`src/rtl/rxf_pkg.sv`:
```
package rxf_pkg;
  localparam int ADDR_BYTES = 6;
  localparam int ADDR_BITS  = ADDR_BYTES * 8;
  localparam int HASH_W     = 6;
  localparam int HASH_SLICES = ADDR_BITS / HASH_W;
  localparam int HASH_SIZE  = 1 << HASH_W;
  localparam int REG_IDX_W  = 3;

  typedef enum logic [REG_IDX_W-1:0] {
    REG_STA_LO  = 3'd0,
    REG_STA_HI  = 3'd1,
    REG_STB_LO  = 3'd2,
    REG_STB_HI  = 3'd3,
    REG_HASH_LO = 3'd4,
    REG_HASH_HI = 3'd5,
    REG_CTRL    = 3'd6
  } regIdx_e;

  typedef struct packed {
    logic bcastEn;
    logic hashUnicast;
    logic stbEn;
    logic staEn;
  } rxCtrl_t;

  typedef struct packed {
    logic cfgLatch;
    logic byteShift;
    logic evalNow;
  } ctrlStrobe_t;
endpackage

```
`src/rtl/rxf_ctrl.sv`:
```
module rxf_ctrl
  import rxf_pkg::*;
(
  input  logic        clk,
  input  logic        rstN,
  input  logic        frmStart,
  input  logic        byteValid,
  output ctrlStrobe_t strobe
);
  localparam int CNT_W = $clog2(ADDR_BYTES + 1);

  logic [CNT_W-1:0] byteCnt;
  logic             active;
  logic             evalPend;

  assign strobe.cfgLatch  = frmStart;
  assign strobe.byteShift = byteValid && active && !frmStart &&
                            (byteCnt < CNT_W'(ADDR_BYTES));
  assign strobe.evalNow   = evalPend && !frmStart;

  always_ff @(posedge clk) begin
    if (!rstN) begin
      byteCnt  <= '0;
      active   <= 1'b0;
      evalPend <= 1'b0;
    end else begin
      evalPend <= strobe.byteShift && (byteCnt == CNT_W'(ADDR_BYTES - 1));
      if (frmStart) begin
        byteCnt <= '0;
        active  <= 1'b1;
      end else if (strobe.byteShift) begin
        byteCnt <= byteCnt + 1'b1;
      end
    end
  end


  cnt_range_chk: assert property (@(posedge clk) disable iff (!rstN)
    byteCnt <= CNT_W'(ADDR_BYTES));


  eval_once_chk: assert property (@(posedge clk) disable iff (!rstN)
    strobe.evalNow |=> !strobe.evalNow);
endmodule

```
`src/rtl/rxf_datapath.sv`:
```
module rxf_datapath
  import rxf_pkg::*;
#(
  parameter int LEN_W   = 11,
  parameter int MIN_LEN = 12
) (
  input  logic                 clk,
  input  logic                 rstN,
  input  ctrlStrobe_t          strobe,
  input  logic [7:0]           byteData,
  input  logic [LEN_W-1:0]     frmLen,
  input  logic                 regWrEn,
  input  logic [REG_IDX_W-1:0] regWrIdx,
  input  logic [31:0]          regWrData,
  output logic                 decValid,
  output logic                 decAccept
);
  logic [31:0]          staLo, stbLo, hashLo, hashHi;
  logic [15:0]          staHi, stbHi;
  rxCtrl_t              ctrlReg;

  logic [ADDR_BITS-1:0] shSta, shStb;
  logic [HASH_SIZE-1:0] shHash;
  rxCtrl_t              shCtrl;
  logic                 shShort;

  logic [ADDR_BITS-1:0] addrVal;
  logic [HASH_W-1:0]    hashIdx;
  logic                 staHit, stbHit, bcastHit, hashHit, passNow;

  // settings words, written any time
  always_ff @(posedge clk) begin
    if (!rstN) begin
      staLo <= '0; staHi <= '0; stbLo <= '0; stbHi <= '0;
      hashLo <= '0; hashHi <= '0; ctrlReg <= '0;
    end else if (regWrEn) begin
      case (regWrIdx)
        REG_STA_LO:  staLo   <= regWrData;
        REG_STA_HI:  staHi   <= regWrData[15:0];
        REG_STB_LO:  stbLo   <= regWrData;
        REG_STB_HI:  stbHi   <= regWrData[15:0];
        REG_HASH_LO: hashLo  <= regWrData;
        REG_HASH_HI: hashHi  <= regWrData;
        REG_CTRL:    ctrlReg <= rxCtrl_t'(regWrData[3:0]);
        default: ;
      endcase
    end
  end

  // per-frame copy of the settings
  always_ff @(posedge clk) begin
    if (!rstN) begin
      shSta <= '0; shStb <= '0; shHash <= '0; shCtrl <= '0; shShort <= 1'b0;
    end else if (strobe.cfgLatch) begin
      shSta   <= {staHi, staLo};
      shStb   <= {stbHi, stbLo};
      shHash  <= {hashHi, hashLo};
      shCtrl  <= ctrlReg;
      shShort <= (frmLen < LEN_W'(MIN_LEN));
    end
  end

  // destination capture: first wire byte ends in the low byte
  always_ff @(posedge clk) begin
    if (!rstN) begin
      addrVal <= '0;
    end else if (strobe.byteShift) begin
      addrVal <= {byteData, addrVal[ADDR_BITS-1:8]};
    end
  end

  // hash: XOR of all 6-bit slices
  always_comb begin
    hashIdx = '0;
    for (int i = 0; i < HASH_SLICES; i++) begin
      hashIdx = hashIdx ^ addrVal[i*HASH_W +: HASH_W];
    end
  end

  assign staHit   = shCtrl.staEn && (addrVal == shSta);
  assign stbHit   = shCtrl.stbEn && (addrVal == shStb);
  assign bcastHit = shCtrl.bcastEn && (&addrVal);
  assign hashHit  = shHash[hashIdx] && (addrVal[0] || shCtrl.hashUnicast);
  assign passNow  = !shShort && (staHit || stbHit || bcastHit || hashHit);

  always_ff @(posedge clk) begin
    if (!rstN) begin
      decValid  <= 1'b0;
      decAccept <= 1'b0;
    end else begin
      decValid <= strobe.evalNow;
      if (strobe.cfgLatch) begin
        decAccept <= 1'b0;
      end else if (strobe.evalNow) begin
        decAccept <= passNow;
      end
    end
  end


  short_reject_chk: assert property (@(posedge clk) disable iff (!rstN)
    (decValid && shShort) |-> !decAccept);


  start_clear_chk: assert property (@(posedge clk) disable iff (!rstN)
    strobe.cfgLatch |=> (!decAccept && !decValid));


  hold_chk: assert property (@(posedge clk) disable iff (!rstN)
    (!strobe.cfgLatch && !strobe.evalNow) |=> $stable(decAccept));


  cfg_stable_chk: assert property (@(posedge clk) disable iff (!rstN)
    !strobe.cfgLatch |=> ($stable(shCtrl) && $stable(shHash)));
endmodule

```
`src/rtl/rx_dest_filter.sv`:
```
module rx_dest_filter
  import rxf_pkg::*;
#(
  parameter int LEN_W   = 11,
  parameter int MIN_LEN = 12
) (
  input  logic             clk,
  input  logic             rstN,
  input  logic             regWrEn,
  input  logic [2:0]       regWrIdx,
  input  logic [31:0]      regWrData,
  input  logic             frmStart,
  input  logic [LEN_W-1:0] frmLen,
  input  logic             byteValid,
  input  logic [7:0]       byteData,
  output logic             decValid,
  output logic             decAccept
);
  ctrlStrobe_t strobe;

  rxf_ctrl ctrl_i (
    .clk       (clk),
    .rstN      (rstN),
    .frmStart  (frmStart),
    .byteValid (byteValid),
    .strobe    (strobe)
  );

  rxf_datapath #(.LEN_W(LEN_W), .MIN_LEN(MIN_LEN)) dp_i (
    .clk       (clk),
    .rstN      (rstN),
    .strobe    (strobe),
    .byteData  (byteData),
    .frmLen    (frmLen),
    .regWrEn   (regWrEn),
    .regWrIdx  (regWrIdx),
    .regWrData (regWrData),
    .decValid  (decValid),
    .decAccept (decAccept)
  );
endmodule

```
`config.mk`:
```
export PLATFORM = sky130hd
export DESIGN_NAME = rx_dest_filter
export DESIGN_NICKNAME = d
export VERILOG_FILES = /design/src/rtl/rxf_pkg.sv /design/src/rtl/rxf_ctrl.sv /design/src/rtl/rxf_datapath.sv /design/src/rtl/rx_dest_filter.sv
export SDC_FILE = /design/constraint.sdc
export NUM_CORES = 1
export LEC_CHECK = 0
export ABC_AREA = 0
export BUFFER_PORTS_ARGS = -buffer_cell sky130_fd_sc_hd__buf_4
export CORE_UTILIZATION = 40
export DETAILED_ROUTE_END_ITERATION = 10
export PLACE_DENSITY = 0.54
export SLEW_MARGIN = 30
export SYNTH_ARGS = -nofsm -noshare
export SYNTH_HDL_FRONTEND = slang
export SYNTH_SLANG_ARGS = --single-unit
```
`constraint.sdc`:
```
create_clock -name clk -period 2.3 [get_ports clk]
set_clock_uncertainty 0.15 [all_clocks]
set_input_delay 0.23 -clock clk [delete_from_list [all_inputs] [get_ports clk]]
set_output_delay 0.23 -clock clk [all_outputs]
set_load 0.02 [all_outputs]
```
==> metrics, run 1 <==
ys async rst share=0%; final design utilization=49.7%; Die Height=207 um; Clock Path Buffers=3; # setup viols final=1; FILL cells=3904; Clock Latency Late Sink=580 ps; vias in the first global route=12000; # rows=74; crit path buf inv count=3; Post-Syn Instances=1827; setup tns final=-149 ps; vias per inst=5.06; Area after DPL=0.0182 sq mm; Synth cell types=52; synth top area cells=dfxtp_1 (46%), mux2i_1 (12%), nand2_1 (9.7%), a21boi_0 (9.4%), nor2b_1 (6.5%); design area=0.0204 sq mm; Worst Path Arrival=2760 ps; Antenna Cells=0; Worst Path Required=2610 ps; Layout Cells excl Fill=2509; period utilisation layout=106%; Fin. Hold Viols=0; Final min period=2450 ps; Post-Place Cells=2379; peak supply drop=0.490 mV; Post-Syn Area=0.0167 sq mm; Initial Util=40.8%; DP HPWL=32700 um; worst min-delay path class=input port to register; power density cells=739 mW/mm^2; final hold slack=86.6 ps; CP Capture Type=register; FF+latch area=0.00770 sq mm; Multi-input gate area=0.00846 sq mm; Avg Cell Area, Syn=9.17 sq um; Tot Pwr=15.1 mW; Commonest cells post-synth=nand2_1 (431), dfxtp_1 (384), a21boi_0 (209); Num CTS Buffers=43; unrepaired setup endpoints after global routing=yes; Final nets=2005; layout cells sized above 1=14.4%; final RePlAce weighted congestion=0.943; Reg clk slew, reported paths=60 ps; fin. max-slew vios=0; CP max FO=5; total wire length=49500 um; number of synthesized register bits=384; total gr overflow=0; antenna violations before repair=0; cells along the critical path=xor2_4 > xnor2_4 > buf_12 > xnor2_4 > buf_12 > buf_4 > mux4_2 > o21ai_1 > a21oi_1 > nor2_1 > o32ai_1; cell with the most instances after synthesis=nand2_1; violated checks=design-rule violations, negative setup slack; Max Cap Viol=0; clk root buf=clkbuf_16; Clock Sinks=384; number of I/O pins=61; main flop type after synthesis=dfxtp_1; width of the die=207 um; largest net degree at the start of global routing=198; startpoint type of the worst setup path=register; fmax=408 MHz; IO buf count=58; Final ANT Viol Nets=0; EDFF count, synth=0; status=finished with violations; CTS tree=yes; core area=0.0410 sq mm; leakage=7.69 nW; area leader, netlist=dfxtp_1; first-pass GRT wire length=75300 um; Place WS=-534 ps; H-tree levels=2; Synth Warn #=0; Vias=12700; Pre-antenna DRT Iters=8; final worst setup slack=-149 ps; sequential area share after synthesis=45.9%; Crit-path slowest cell=mux4_2; gr usage total=23.7%; Worst-Margin Slew=685 ps; Mapped Nets=1888; Crit path largest cell delay=480 ps; CP delay by family, top=XOR/XNOR gates; routed len/inst=19.7 um; die area=0.0427 sq mm; Synth top area share=45.9%; Layout area overhead=21.7%; DRC=2; Slew headroom=54.4%; CP Class=register to register; drt first-iter violations=864
-- worst reg2reg max path: stages, from the launching register on --
cell and delay, ps:
dfxtp_4 360, xor2_4 190, xnor2_4 150, buf_12 150, xnor2_4 180, buf_12 150, buf_4 120, mux4_2 480
o21ai_1 150, a21oi_1 80, nor2_1 100, o32ai_1 90
-- path summary, 6_finish.rpt --
path                            slack [ps]             end  depth (start not counted)              from
worst min-delay path                    90   dp_i.staLo[8]                          5       regWrIdx[2]
worst max register to register        -150  dp_i.decAccept                         11  dp_i.addrVal[37]
worst min register to register         300   ctrl_i.active                          1     ctrl_i.active
worst max-delay path                  -150  dp_i.decAccept                         11  dp_i.addrVal[37]
-- where the power goes --
| part | leakage [nW] | switching (mW) | total [mW] | internal [mW] |
|---|---|---|---|---|
| clock | 0.749 | 2.86 | 7.30 | 4.45 |
| combinational | 3.83 | 0.512 | 0.959 | 0.447 |
| sequential | 3.10 | 0.0618 | 6.81 | 6.74 |
-- logic make-up (layout without fill, tap and decap cells) --
kind of cell | after synthesis | in the layout | share of synthesized area, %
AOI/OAI and AO/OA | 255 | 255 | 11.3
xor gates and xnor gates | 115 | 116 | 6.35
adders and majority gates | 2 | 2 | 0.149
buffers and inverters | 179 | 328 | 4.59
DFF | 384 | 384 | 45.9
muxes | 203 | 203 | 12.6
and+or+nand+nor | 689 | 689 | 19.1
-- routing by layer --
layer	GRT usage (%)	share of wire, %	wire length [um]	vias to the layer above
met1	34.7	49	24200	6107
met4	7.69	2.2	1100	0
met2	36.0	45	22100	266
li1	-	-	-	6254
met5	0	0	0	-
met3	2.72	4.1	2030	60
-- cell usage in the layout, fill, tap and decap left out, drive strengths merged, types with 13 or more instances in the layout --
| cell type | synthesis | layout |
|---|---|---|
| mux2i | 198 | 198 |
| nor4 | 14 | 14 |
| clkbuf | 99 | 58 |
| clkinv | 0 | 13 |
| nor2b | 175 | 175 |
| inv | 28 | 29 |
| a21boi | 209 | 209 |
| xor2 | 35 | 35 |
| buf | 52 | 176 |
| dfxtp | 384 | 384 |
| nand2 | 431 | 431 |
| dlygate4sd3 | 0 | 45 |
| xnor2 | 80 | 81 |
| nand4 | 26 | 26 |
-- registers in the layout (all words and copies together) (netlist names), 3 cells and up --
signal / count
dp_i.addrVal: 48
dp_i.shStb: 48
dp_i.staHi: 16
dp_i.shHash: 64
dp_i.staLo: 32
dp_i.stbLo: 32
dp_i.hashLo: 32
dp_i.ctrlReg: 4
dp_i.stbHi: 16
ctrl_i.byteCnt: 3
dp_i.shCtrl: 4
dp_i.shSta: 48
dp_i.hashHi: 32
-- layout make-up --
class | count | area share, %
clock buffers | 57 | 6.03
clock inverters | 21 | 1.37
multi-input cells | 1265 | 41.5
repair buffers | 222 | 9.54
inverters | 28 | 0.516
flip-flops and latches | 384 | 37.7
well taps | 532 | 3.26
-- timing repair --
item,CTS,global route
hold buffers,45,0
endpoints found under the hold margin,182,0
setup endpoints to repair,1,2
resized for setup,22,6
buffers inserted,6,0
gates cloned,1,0
pin swaps,10,1
No activity file was read; power rests on OpenSTA's default activity.
==> run 2, diff against run 1 <==
--- a/config.mk
+++ b/config.mk
@@ -10,6 +10,7 @@
 export CORE_UTILIZATION = 40
 export DETAILED_ROUTE_END_ITERATION = 10
 export PLACE_DENSITY = 0.54
+export SETUP_SLACK_MARGIN = 0.2
 export SLEW_MARGIN = 30
 export SYNTH_ARGS = -nofsm -noshare
 export SYNTH_HDL_FRONTEND = slang
==> constraint.sdc (replaced) <==
create_clock -name clk -period 2.3 [get_ports clk]
set_clock_uncertainty 0.15 [all_clocks]
set_input_delay 0.345 -clock clk [delete_from_list [all_inputs] [get_ports clk]]
set_output_delay 0.345 -clock clk [all_outputs]
set_load 0.005 [all_outputs]
==> metrics, run 2 (same netlist as run 1, synthesis figures left out) <==
final hold slack=195 ps; Tot Pwr=15.1 mW; Fin. Hold Viols=0; largest net degree at the start of global routing=144; Vias=12700; r2r startpoint=dp_i.addrVal[37]; Place WS=-264 ps; Layout Cells excl Fill=2499; Worst Path Arrival=2780 ps; Clock Path Buffers=3; Routed met3 length=2520 um; Combinational Power Share=6.3%; CP Class=register to register; core area=0.0410 sq mm; total wire length=49500 um; # setup viols final=1; fin. max-slew vios=0; routed len/inst=19.8 um; Worst Path Required=2630 ps; CP Capture Type=register; Sw Pwr=3.40 mW; Clock Latency Late Sink=570 ps; Reg clk slew, reported paths=60 ps; layout cells sized above 1=13.5%; Initial Util=40.8%; IO buf count=58; violated checks=design-rule violations, negative setup slack; width of the die=207 um; period utilisation layout=107%; # rows=74; Final min period=2450 ps; drt first-iter violations=862; Switching Share=22.5%; Num CTS Buffers=44; die area=0.0427 sq mm; Post-Place Cells=2371; vias per inst=5.08; final worst setup slack=-150 ps; peak supply drop=0.577 mV; M1 WL=24400 um; Worst-Margin Slew=680 ps; Final ANT Viol Nets=0; total gr overflow=0; Final nets=1995; crit path from=dp_i.addrVal[37]; Pre-antenna DRT Iters=8; startpoint type of the worst setup path=register; hold path start=regWrIdx[2]; leakage=7.61 nW; clock share of power=48.7%; antenna violations before repair=0; vias in the first global route=11900; Largest Register=dp_i.shHash; unrepaired setup endpoints after global routing=yes; CTS tree=yes; final RePlAce weighted congestion=0.922; worst min-delay path class=input port to register; DRC=2; number of I/O pins=61; clk root buf=clkbuf_16; Slew headroom=53.5%; Area after DPL=0.0182 sq mm; power density cells=747 mW/mm^2; top layer in use=met4; Internal=11.7 mW; design area=0.0203 sq mm; fmax=408 MHz; Largest register FFs=64; Max Cap Viol=0; Antenna Cells=0; H-tree levels=2; Layout area overhead=20.9%; DP HPWL=33100 um; gr usage total=23.5%; Flop pwr share=45.0%; first-pass GRT wire length=74700 um; Clock Sinks=384; most frequent cells in the layout=nand2_1 (431), dfxtp_1 (382), a21boi_0 (209); CP max FO=6; commonest non-fill, non-tap cell in the layout=nand2_1; status=finished with violations; WL met2=21500 um; Die Height=207 um
## run 2: worst max-delay path, stage by stage (launching register included)
cell and delay, ps:
dfxtp_2 330, xor2_2 180, xnor2_1 130, buf_4 160
xnor2_4 140, buf_6 140, buf_16 130, buf_4 150
mux2i_1 140, a22oi_1 160, nand3_1 110, a21oi_2 150
nor2_1 60, o32ai_1 240
## run 2: layout make-up
type                    instances  area, sq um
repair buffers                212         1890
flip-flops and latches        384         7690
clock buffers                  65         1320
fillers                      3904        20800
inverters                      28          105
clock inverters                14          211
multi-input cells            1264         8370
well taps                     532          666
## run 2: layer usage
metal / track usage [%] / up-vias
met1: 34.4 / 6107
met5: 0 / -
li1: - / 6227
met4: 6.80 / 0
met2: 35.8 / 299
met3: 3.06 / 57
## run 2: repair_timing
item | in CTS | in global routing
resized for setup | 13 | 4
buffers inserted | 3 | 0
gates cloned | 1 | 0
hold buffers | 45 | 0
pin swaps | 7 | 4
hold endpoints to repair | 184 | 0
endpoints found under the setup margin | 1 | 1
## run 2: path summary, 6_finish.rpt
path | to | slack, ps | cells after the start
worst max-delay path | dp_i.decAccept | -150 | 13
worst max register to register | dp_i.decAccept | -150 | 13
worst min-delay path | dp_i.staLo[11] | 200 | 5
worst min register to register | ctrl_i.active | 310 | 1
## run 2: power by group through the flow
stage	Clock [mW]	Sequential, mW	Combinational [mW]
final	7.37	6.81	0.950
after global placement	0	6.95	0.879
after global routing	7.82	6.82	1.02
after CTS	7.52	6.81	0.956
after detailed placement	0	6.95	0.885
after floorplan	0	6.93	0.532
## run 2: per-stage QoR
step | setup TNS (ps) | utilization [%]
3_3_place_gp | -230 | 44.3
4_1_cts | -154 | 49.3
6_report | -150 | 49.4
3_5_place_dp | -264 | 44.3
5_1_grt | -238 | 49.4
2_1_floorplan | -40.3 | -
==> run 3, diff against run 2 <==
--- a/config.mk
+++ b/config.mk
@@ -9,7 +9,6 @@
 export BUFFER_PORTS_ARGS = -buffer_cell sky130_fd_sc_hd__buf_4
 export CORE_UTILIZATION = 40
 export DETAILED_ROUTE_END_ITERATION = 10
-export PLACE_DENSITY = 0.54
 export SETUP_SLACK_MARGIN = 0.2
 export SLEW_MARGIN = 30
 export SYNTH_ARGS = -nofsm -noshare
==> metrics, run 3 (same netlist as run 1, synthesis figures left out) <==
Vias=12600; Clock Sinks=384; most frequent cells in the layout=nand2_1 (431), dfxtp_1 (382), a21boi_0 (209); Reg clk slew, reported paths=60 ps; Worst Path Required=2590 ps; period utilisation layout=110%; power density cells=720 mW/mm^2; CP Class=register to register; status=finished with violations; H-tree levels=2; Layout Cells excl Fill=2492; CP delay by family, top=multiplexers; startpoint type of the worst setup path=register; Die Height=207 um; die area=0.0427 sq mm; total wire length=47700 um; CP max FO=5; layout cells sized above 1=13.2%; Num CTS Buffers=42; Fin. Hold Viols=0; # rows=74; clk root buf=clkbuf_16; final RePlAce weighted congestion=0.935; Tot Pwr=14.5 mW; drt first-iter violations=842; gr usage total=22.6%; fin. max-slew vios=0; worst min-delay path class=input port to register; routed len/inst=19.1 um; Clock Path Buffers=3; Largest register FFs=64; number of I/O pins=61; Layout area overhead=20.2%; cells along the critical path=xor2_2 > xnor2_1 > buf_4 > xnor2_4 > buf_12 > buf_4 > mux4_2 > mux2i_1 > o22ai_1 > nor3_2 > o32ai_1; Sw Pwr=3.29 mW; crit path buf inv count=3; Final nets=1993; unrepaired setup endpoints after global routing=yes; DP HPWL=31900 um; core area=0.0410 sq mm; Flop pwr share=47.0%; Crit-path slowest cell=mux4_2; total gr overflow=0; Post-Place Cells=2370; final worst setup slack=-236 ps; fmax=394 MHz; Internal=11.2 mW; Clock Latency Late Sink=580 ps; # setup viols final=1; Worst-Margin Slew=852 ps; leakage=7.55 nW; vias per inst=5.06; clock share of power=46.4%; Critical Path Most Common Cell=buf_4; Slew headroom=43.2%; commonest non-fill, non-tap cell in the layout=nand2_1; Final min period=2540 ps; Worst Path Arrival=2830 ps; Switching Share=22.7%; CTS tree=yes; Pre-antenna DRT Iters=8; Initial Util=40.8%; Crit path largest cell delay=470 ps; Largest Register=dp_i.shHash; peak supply drop=0.485 mV; IO buf count=58; CP Capture Type=register; antenna violations before repair=0; Combinational Power Share=6.6%; Final ANT Viol Nets=0; vias in the first global route=12000; Max Cap Viol=0; DRC=4; largest net degree at the start of global routing=190; width of the die=207 um; first-pass GRT wire length=72300 um; FILL cells=3826; violated checks=design-rule violations, negative setup slack
-- run 3: changes by cell type in the layout (fill, tap and decap cells not counted), sizes merged --
cell / before / now
clkbuf: 66 / 65
clkinv: 7 / 5
clkinvlp: 2 / 0
diode: 0 / 1
dlygate4sd3: 45 / 43
buf: 166 / 168
bufinv: 5 / 2
-- run 3: cell type report --
type / instances / area, sq um / area share [%]
inverters: 28 / 105 / 0.522
flip-flops and latches: 384 / 7690 / 38.2
clock inverters: 7 / 110 / 0.547
well taps: 532 / 666 / 3.31
multi-input cells: 1264 / 8370 / 41.6
repair buffers: 212 / 1910 / 9.51
clock buffers: 64 / 1270 / 6.29
diodes: 1 / 2.50 / 0.0124
-- run 3: final timing paths --
kind                          from  slack (ps)             end  cells after the start
setup / recovery  dp_i.addrVal[43]        -240  dp_i.decAccept                     11
hold reg to reg      ctrl_i.active         310   ctrl_i.active                      1
setup reg to reg  dp_i.addrVal[43]        -240  dp_i.decAccept                     11
hold / removal                rstN          70   dp_i.decValid                      4
-- run 3: what timing repair did --
action                                  4_1_cts  5_1_grt
endpoints found under the setup margin        1        1
hold buffers                                 43        0
pin swaps                                     6        7
buffers inserted                              4        2
gates resized for setup                      13        9
hold endpoints to repair                    173        0
cloned                                        1        0
-- run 3: per-stage QoR --
step / util [%] / setup slack (ps) / setup TNS [ps] / instance area (sq um) / hold WS [ps]
2_1_floorplan: - / -40.3 / -40.3 / 16800 / 278
3_3_place_gp: 44.3 / -273 / -273 / 18200 / 287
3_5_place_dp: 44.3 / -286 / -286 / 18200 / 296
4_1_cts: 48.9 / -196 / -196 / 20100 / 45.8
5_1_grt: 49.1 / -283 / -283 / 20100 / 70.6
6_report: 49.1 / -236 / -236 / 20100 / 70.7
-- run 3: metal layers --
layer / GRT usage, % / share of wire [%] / vias up
li1: - / - / 6231
met1: 31.5 / 48 / 6055
met2: 35.5 / 45 / 275
met3: 3.38 / 4.9 / 60
met4: 7.62 / 2.5 / 0
met5: 0 / 0 / -
-- run 3: power by group through the flow --
| stage | Clock, mW | Sequential, mW | Combinational (mW) |
|---|---|---|---|
| finish | 6.73 | 6.81 | 0.957 |
| global route | 7.11 | 6.81 | 1.02 |
| CTS | 6.86 | 6.81 | 0.955 |
| detailed placement | 0 | 6.95 | 0.884 |
| global placement | 0 | 6.95 | 0.878 |
| floorplan | 0 | 6.93 | 0.532 |
-- run 3: worst reg2reg max path: stages (launching register included) --
cell and delay (ps):
dfxtp_2 330, xor2_2 170, xnor2_1 120, buf_4 160, xnor2_4 190, buf_12 160
buf_4 110, mux4_2 480, mux2i_1 170, o22ai_1 110, nor3_2 150, o32ai_1 100
